File: src/rtl/netctl_pkg.sv
// Package: shared bit positions and register indices for the network
// controller register interface. Assumes a 16-bit control word.
package netctl_pkg;
    localparam int CW_ERR   = 15;
    localparam int CW_RINT  = 10;
    localparam int CW_TINT  = 9;
    localparam int CW_IDON  = 8;
    localparam int CW_INTR  = 7;
    localparam int CW_IEN   = 6;
    localparam int CW_RXON  = 5;
    localparam int CW_TXON  = 4;
    localparam int CW_STOP  = 2;
    localparam int CW_START = 1;
    localparam int CW_INIT  = 0;
    localparam int CW_CLR_LO = 8;
    localparam int CW_CLR_HI = 14;
    localparam logic [15:0] CW_RESET = 16'h0004;

    typedef enum logic [1:0] {
        REG_CTRL  = 2'd0,
        REG_ADRLO = 2'd1,
        REG_ADRHI = 2'd2,
        REG_SPARE = 2'd3
    } reg_idx_e;
endpackage

File: src/rtl/netctl_ptr.sv
// Module: register pointer. Loads the host value when it is below
// NUM_REGS and otherwise holds. Assumes a single-cycle write strobe.
module netctl_ptr #(
    parameter int DATA_W   = 16,
    parameter int NUM_REGS = 4,
    localparam int PTR_W   = $clog2(NUM_REGS)
) (
    input  logic              clk,
    input  logic              rst_n,
    input  logic              wr_i,
    input  logic [DATA_W-1:0] wdata_i,
    output logic [PTR_W-1:0]  ptr_o
);
    // Pointer register with range guard.
    always_ff @(posedge clk) begin
        if (!rst_n)
            ptr_o <= '0;
        else if (wr_i && (wdata_i < DATA_W'(NUM_REGS)))
            ptr_o <= wdata_i[PTR_W-1:0];
    end
endmodule

File: src/rtl/netctl_aux.sv
// Module: plain storage for registers 1..NUM_REGS-1. Slot 0 is tied to
// zero because the control word lives elsewhere. Assumes the pointer is
// already range-checked.
module netctl_aux #(
    parameter int DATA_W   = 16,
    parameter int NUM_REGS = 4,
    localparam int PTR_W   = $clog2(NUM_REGS)
) (
    input  logic                             clk,
    input  logic                             rst_n,
    input  logic                             wr_i,
    input  logic [PTR_W-1:0]                 ptr_i,
    input  logic [DATA_W-1:0]                wdata_i,
    output logic [NUM_REGS-1:0][DATA_W-1:0]  regs_o
);
    assign regs_o[0] = '0;

    for (genvar g = 1; g < NUM_REGS; g++) begin : g_slot
        // Store one register when selected by the pointer.
        always_ff @(posedge clk) begin
            if (!rst_n)
                regs_o[g] <= '0;
            else if (wr_i && (ptr_i == PTR_W'(g)))
                regs_o[g] <= wdata_i;
        end
    end
endmodule

File: src/rtl/netctl_ctrl.sv
// Module: control word. Applies the bit classes in a fixed order:
// stop override, host clear, engine set, summary recompute, enable,
// commands. Assumes strobes are single-cycle pulses.
module netctl_ctrl
    import netctl_pkg::*;
(
    input  logic        clk,
    input  logic        rst_n,
    input  logic        wr_i,
    input  logic [6:0]  clr_i,
    input  logic        ien_i,
    input  logic        init_i,
    input  logic        start_i,
    input  logic        stop_i,
    input  logic        rx_set_i,
    input  logic        tx_set_i,
    output logic [15:0] cw_o
);
    logic [15:0] cw_nxt;

    // Next-state computation in the documented precedence order.
    always_comb begin
        cw_nxt = cw_o;
        if (wr_i && stop_i) begin
            cw_nxt = CW_RESET;
        end else begin
            if (wr_i)
                cw_nxt[CW_CLR_HI:CW_CLR_LO] = cw_nxt[CW_CLR_HI:CW_CLR_LO] & ~clr_i;
            if (rx_set_i) cw_nxt[CW_RINT] = 1'b1;
            if (tx_set_i) cw_nxt[CW_TINT] = 1'b1;
            if (wr_i) begin
                cw_nxt[CW_ERR]  = cw_nxt[14] | cw_nxt[13] | cw_nxt[12] | cw_nxt[CW_IDON];
                cw_nxt[CW_INTR] = |cw_nxt[CW_CLR_HI:CW_CLR_LO];
                cw_nxt[CW_IEN]  = ien_i;
                if (init_i) begin
                    cw_nxt[CW_INIT] = 1'b1;
                    cw_nxt[CW_IDON] = 1'b1;
                    cw_nxt[CW_STOP] = 1'b0;
                end else if (start_i) begin
                    cw_nxt[CW_START] = 1'b1;
                    cw_nxt[CW_RXON]  = 1'b1;
                    cw_nxt[CW_TXON]  = 1'b1;
                    cw_nxt[CW_STOP]  = 1'b0;
                end
            end else if (rx_set_i || tx_set_i) begin
                cw_nxt[CW_INTR] = 1'b1;
            end
        end
    end

    // Control word register.
    always_ff @(posedge clk) begin
        if (!rst_n) cw_o <= CW_RESET;
        else        cw_o <= cw_nxt;
    end
endmodule

File: src/rtl/netctl_regif.sv
// Module: top of the host register interface. Decodes the two word
// ports, muxes read data, forms the 32-bit init address and the
// interrupt. Assumes NUM_REGS >= 3 so both address halves exist.
module netctl_regif
    import netctl_pkg::*;
#(
    parameter int DATA_W   = 16,
    parameter int NUM_REGS = 4,
    localparam int PTR_W   = $clog2(NUM_REGS)
) (
    input  logic                clk,
    input  logic                rst_n,
    input  logic                host_wr,
    input  logic                host_sel,
    input  logic [DATA_W-1:0]   host_wdata,
    output logic [DATA_W-1:0]   host_rdata,
    input  logic                rx_done,
    input  logic                tx_done,
    output logic [2*DATA_W-1:0] init_ptr,
    output logic                irq
);
    logic [PTR_W-1:0]                ptr_q;
    logic [15:0]                     csr0_q;
    logic [NUM_REGS-1:0][DATA_W-1:0] aux_q;
    logic                            ptr_wr, data_wr, cw_wr;

    // Port decode.
    assign ptr_wr  = host_wr &&  host_sel;
    assign data_wr = host_wr && !host_sel;
    assign cw_wr   = data_wr && (ptr_q == PTR_W'(REG_CTRL));

    netctl_ptr #(.DATA_W(DATA_W), .NUM_REGS(NUM_REGS)) i_ptr (
        .clk(clk), .rst_n(rst_n), .wr_i(ptr_wr),
        .wdata_i(host_wdata), .ptr_o(ptr_q)
    );

    netctl_aux #(.DATA_W(DATA_W), .NUM_REGS(NUM_REGS)) i_aux (
        .clk(clk), .rst_n(rst_n), .wr_i(data_wr), .ptr_i(ptr_q),
        .wdata_i(host_wdata), .regs_o(aux_q)
    );

    netctl_ctrl i_ctrl (
        .clk(clk), .rst_n(rst_n), .wr_i(cw_wr),
        .clr_i(host_wdata[CW_CLR_HI:CW_CLR_LO]),
        .ien_i(host_wdata[CW_IEN]), .init_i(host_wdata[CW_INIT]),
        .start_i(host_wdata[CW_START]), .stop_i(host_wdata[CW_STOP]),
        .rx_set_i(rx_done), .tx_set_i(tx_done), .cw_o(csr0_q)
    );

    // Read mux of the selected port.
    always_comb begin
        if (host_sel)
            host_rdata = DATA_W'(ptr_q);
        else if (ptr_q == PTR_W'(REG_CTRL))
            host_rdata = DATA_W'(csr0_q);
        else
            host_rdata = aux_q[ptr_q];
    end

    assign init_ptr = {aux_q[REG_ADRHI], aux_q[REG_ADRLO]};
    assign irq      = csr0_q[CW_INTR] & csr0_q[CW_IEN];
endmodule

File: config.mk
export PLATFORM = sky130hd
export DESIGN_NAME = netctl_regif
export DESIGN_NICKNAME = d
export VERILOG_FILES = /design/src/rtl/netctl_pkg.sv /design/src/rtl/netctl_ptr.sv /design/src/rtl/netctl_aux.sv /design/src/rtl/netctl_ctrl.sv /design/src/rtl/netctl_regif.sv
export SDC_FILE = /design/constraint.sdc
export NUM_CORES = 1
export LEC_CHECK = 0
export CORE_AREA = 5 5 87 89
export CTS_BUF_LIST = sky130_fd_sc_hd__clkbuf_16
export DETAILED_ROUTE_END_ITERATION = 16
export DIE_AREA = 0 0 92 94
export GPL_ROUTABILITY_DRIVEN = 0
export GPL_TIMING_DRIVEN = 0
export PLACE_DENSITY = 0.77
export SLEW_MARGIN = 10
export SYNTH_ARGS = -nofsm -noshare
export SYNTH_HDL_FRONTEND = slang
export SYNTH_HIERARCHICAL = 1
export SYNTH_SLANG_ARGS = --single-unit
export TNS_END_PERCENT = 10
File: constraint.sdc
create_clock -name clk -period 2.9 [get_ports clk]
set_input_delay 0.87 -clock clk [delete_from_list [all_inputs] [get_ports clk]]
set_output_delay 0.87 -clock clk [all_outputs]
set_load 0.02 [all_outputs]
==> flow_metrics.tcl <==
set metrics [dict create \
    vias_per_cell 5.351 \
    final-instance-count-excl-fill 465 \
    die_height_um 94 \
    clk_latency_ps 320 \
    cp_max_fo 5 \
    drive_gt1_share_pct 16.36 \
    finalSetupViolations 0 \
    max-vdd-ir-drop_mv 0.2789 \
    clkSinkCount 63 \
    leakagePower_nw 1.930 \
    avgSynthCellArea_um2 10.27 \
    die_w_um 92 \
    power_mw 1.932 \
    outcome "finished, final reports clean" \
    drc 0 \
    place_inst 451 \
    fmaxAchievable_ghz 0.3555 \
    cts_tree "done" \
    worstPathRequired_ps 2030 \
    finalCriticalPeriod_ps 2813 \
    synth.net_count 323 \
    post_drt_wl_per_cell_um 18.20 \
    wirelength_um 8465 \
    synthToLayoutAreaGrowth_pct 34.03 \
    power.density_nw_per_um2 466.2 \
    mappedNetlistArea_um2 3092 \
    syn-instance-count 301 \
    fill_cells 579 \
    maxCapViolations 0 \
    cts_buffers 9 \
    numPortBuffers 70 \
    cpPeakStageDelay_ps 300 \
    diodes 0 \
    die_area_um2 8648 \
    rsz0062_at_grt "false" \
    regArea_um2 1266 \
    utilization_pct 62.02 \
    grt_max_degree 11 \
    slowest_stage "clkdlybuf4s15_1" \
    grt_pass1_wl_um 13690 \
    start_util_pct 46.27 \
    vias 2488 \
    ant_nets 0 \
    multi_input_area_um2 1629 \
    critPathCaptureType "primary output" \
    fin_skew_ps 3.568 \
    critPathKind "input pin to primary output" \
    coreArea_um2 6681 \
    crit_arrival_ps 1940 \
    clk_pin_slew_ps 50 \
    drt_first_iter_violations 184 \
    overflow 0 \
    crit_chain "clkdlybuf4s15_1 > buf_2 > o21bai_1 > o21a_1 > clkdlybuf4s15_1" \
    crit_path_frequent_cell "clkdlybuf4s15_1" \
    dr.pass1.iters 4 \
    cts_root_buffer "clkbuf_16" \
    rows 30 \
    ios 71 \
    grt_usage_pct 20.66 \
    min_path_type "flip-flop to flip-flop" \
    cts_max_level 3 \
    yosysWarnings 6 \
    cp-start-kind "input pin" \
    dp_hpwl_um 5987 \
    period_share_pct 97.00 \
    fin_nets 405 \
    antenna_found_initial 0 \
    clock_path_buffers 2 \
    report.final.slew_viol_count 0 \
    grt_pass1_vias 2601 \
    hold_viol 0 \
]
==> repair_timing <==
action / CTS / global route
cloned: 1 / 0
hold buffers: 0 / 0
setup buffers: 0 / 0
gates resized for setup: 25 / 5
endpoints found under the setup margin: 16 / 7
==> cell type report <==
class                           instances  share of cell area, %
Buffer                                 23                  4.831
Tap cell                               80                  2.415
Inverter                                5                 0.4529
Timing Repair Buffer                   71                  16.58
Sequential cell                        63                  30.56
Clock inverter                          4                 0.4227
Multi-Input combinational cell        210                  39.31
Clock buffer                            9                  5.435
==> through the flow <==
step	area (um^2)	setup WS, ps	TNS, ps	hold WS, ps
final	4144	87.09	0	457.5
after global routing	4144	23.33	0	481.8
after CTS	4143	9.409	0	458.0
after detailed placement	3892	-678.8	-7369	451.2
after global placement	3892	-674.1	-7281	440.5
after floorplan	3092	449.1	0	415.1
==> flip-flops by register name (all words and copies together), names as in the netlist <==
register      cells
i_aux/regs_o     48
i_ctrl/cw_o      13
i_ptr/ptr_o       2
==> layer usage <==
metal | global-route usage [%] | share of wire [%]
met5 | 0 | 0
met1 | 26.30 | 44
met3 | 4.087 | 6.0
met2 | 35.04 | 50
met4 | 7.054 | 0.58
==> final timing paths <==
kind | slack [ps] | end | start | cells after the start
max reg2reg | 1190 | i_ctrl/cw_o[8] | i_ptr/ptr_o[0] | 8
min reg2reg | 460 | i_aux/regs_o[62] | i_aux/regs_o[62] | 2
max | 90 | host_rdata[0] | host_sel | 5
min | 460 | i_aux/regs_o[62] | i_aux/regs_o[62] | 2
==> critical path, delay by kind of cell <==
kind,cells,cell delay [ps]
buf+inv,3,770
compound gates,2,300
==> where the power goes <==
part,internal [mW],switching [mW]
clock network,0.552,0.340
registers,0.874,0.00592
logic,0.0709,0.0887
total,1.50,0.435
==> cell usage in the layout (no fill, tap or decap), drive strengths merged, types with 3 or more instances in the layout <==
cell / instances
nand2: 80
dfxtp: 63
mux2i: 53
clkdlybuf4s50: 53
buf: 23
nor2b: 18
mux4: 14
dlygate4sd2: 13
clkbuf: 11
nor2: 10
inv: 6
and3: 4
a21oi: 3
clkinv: 3
No activity file was read; power rests on OpenSTA's default activity.
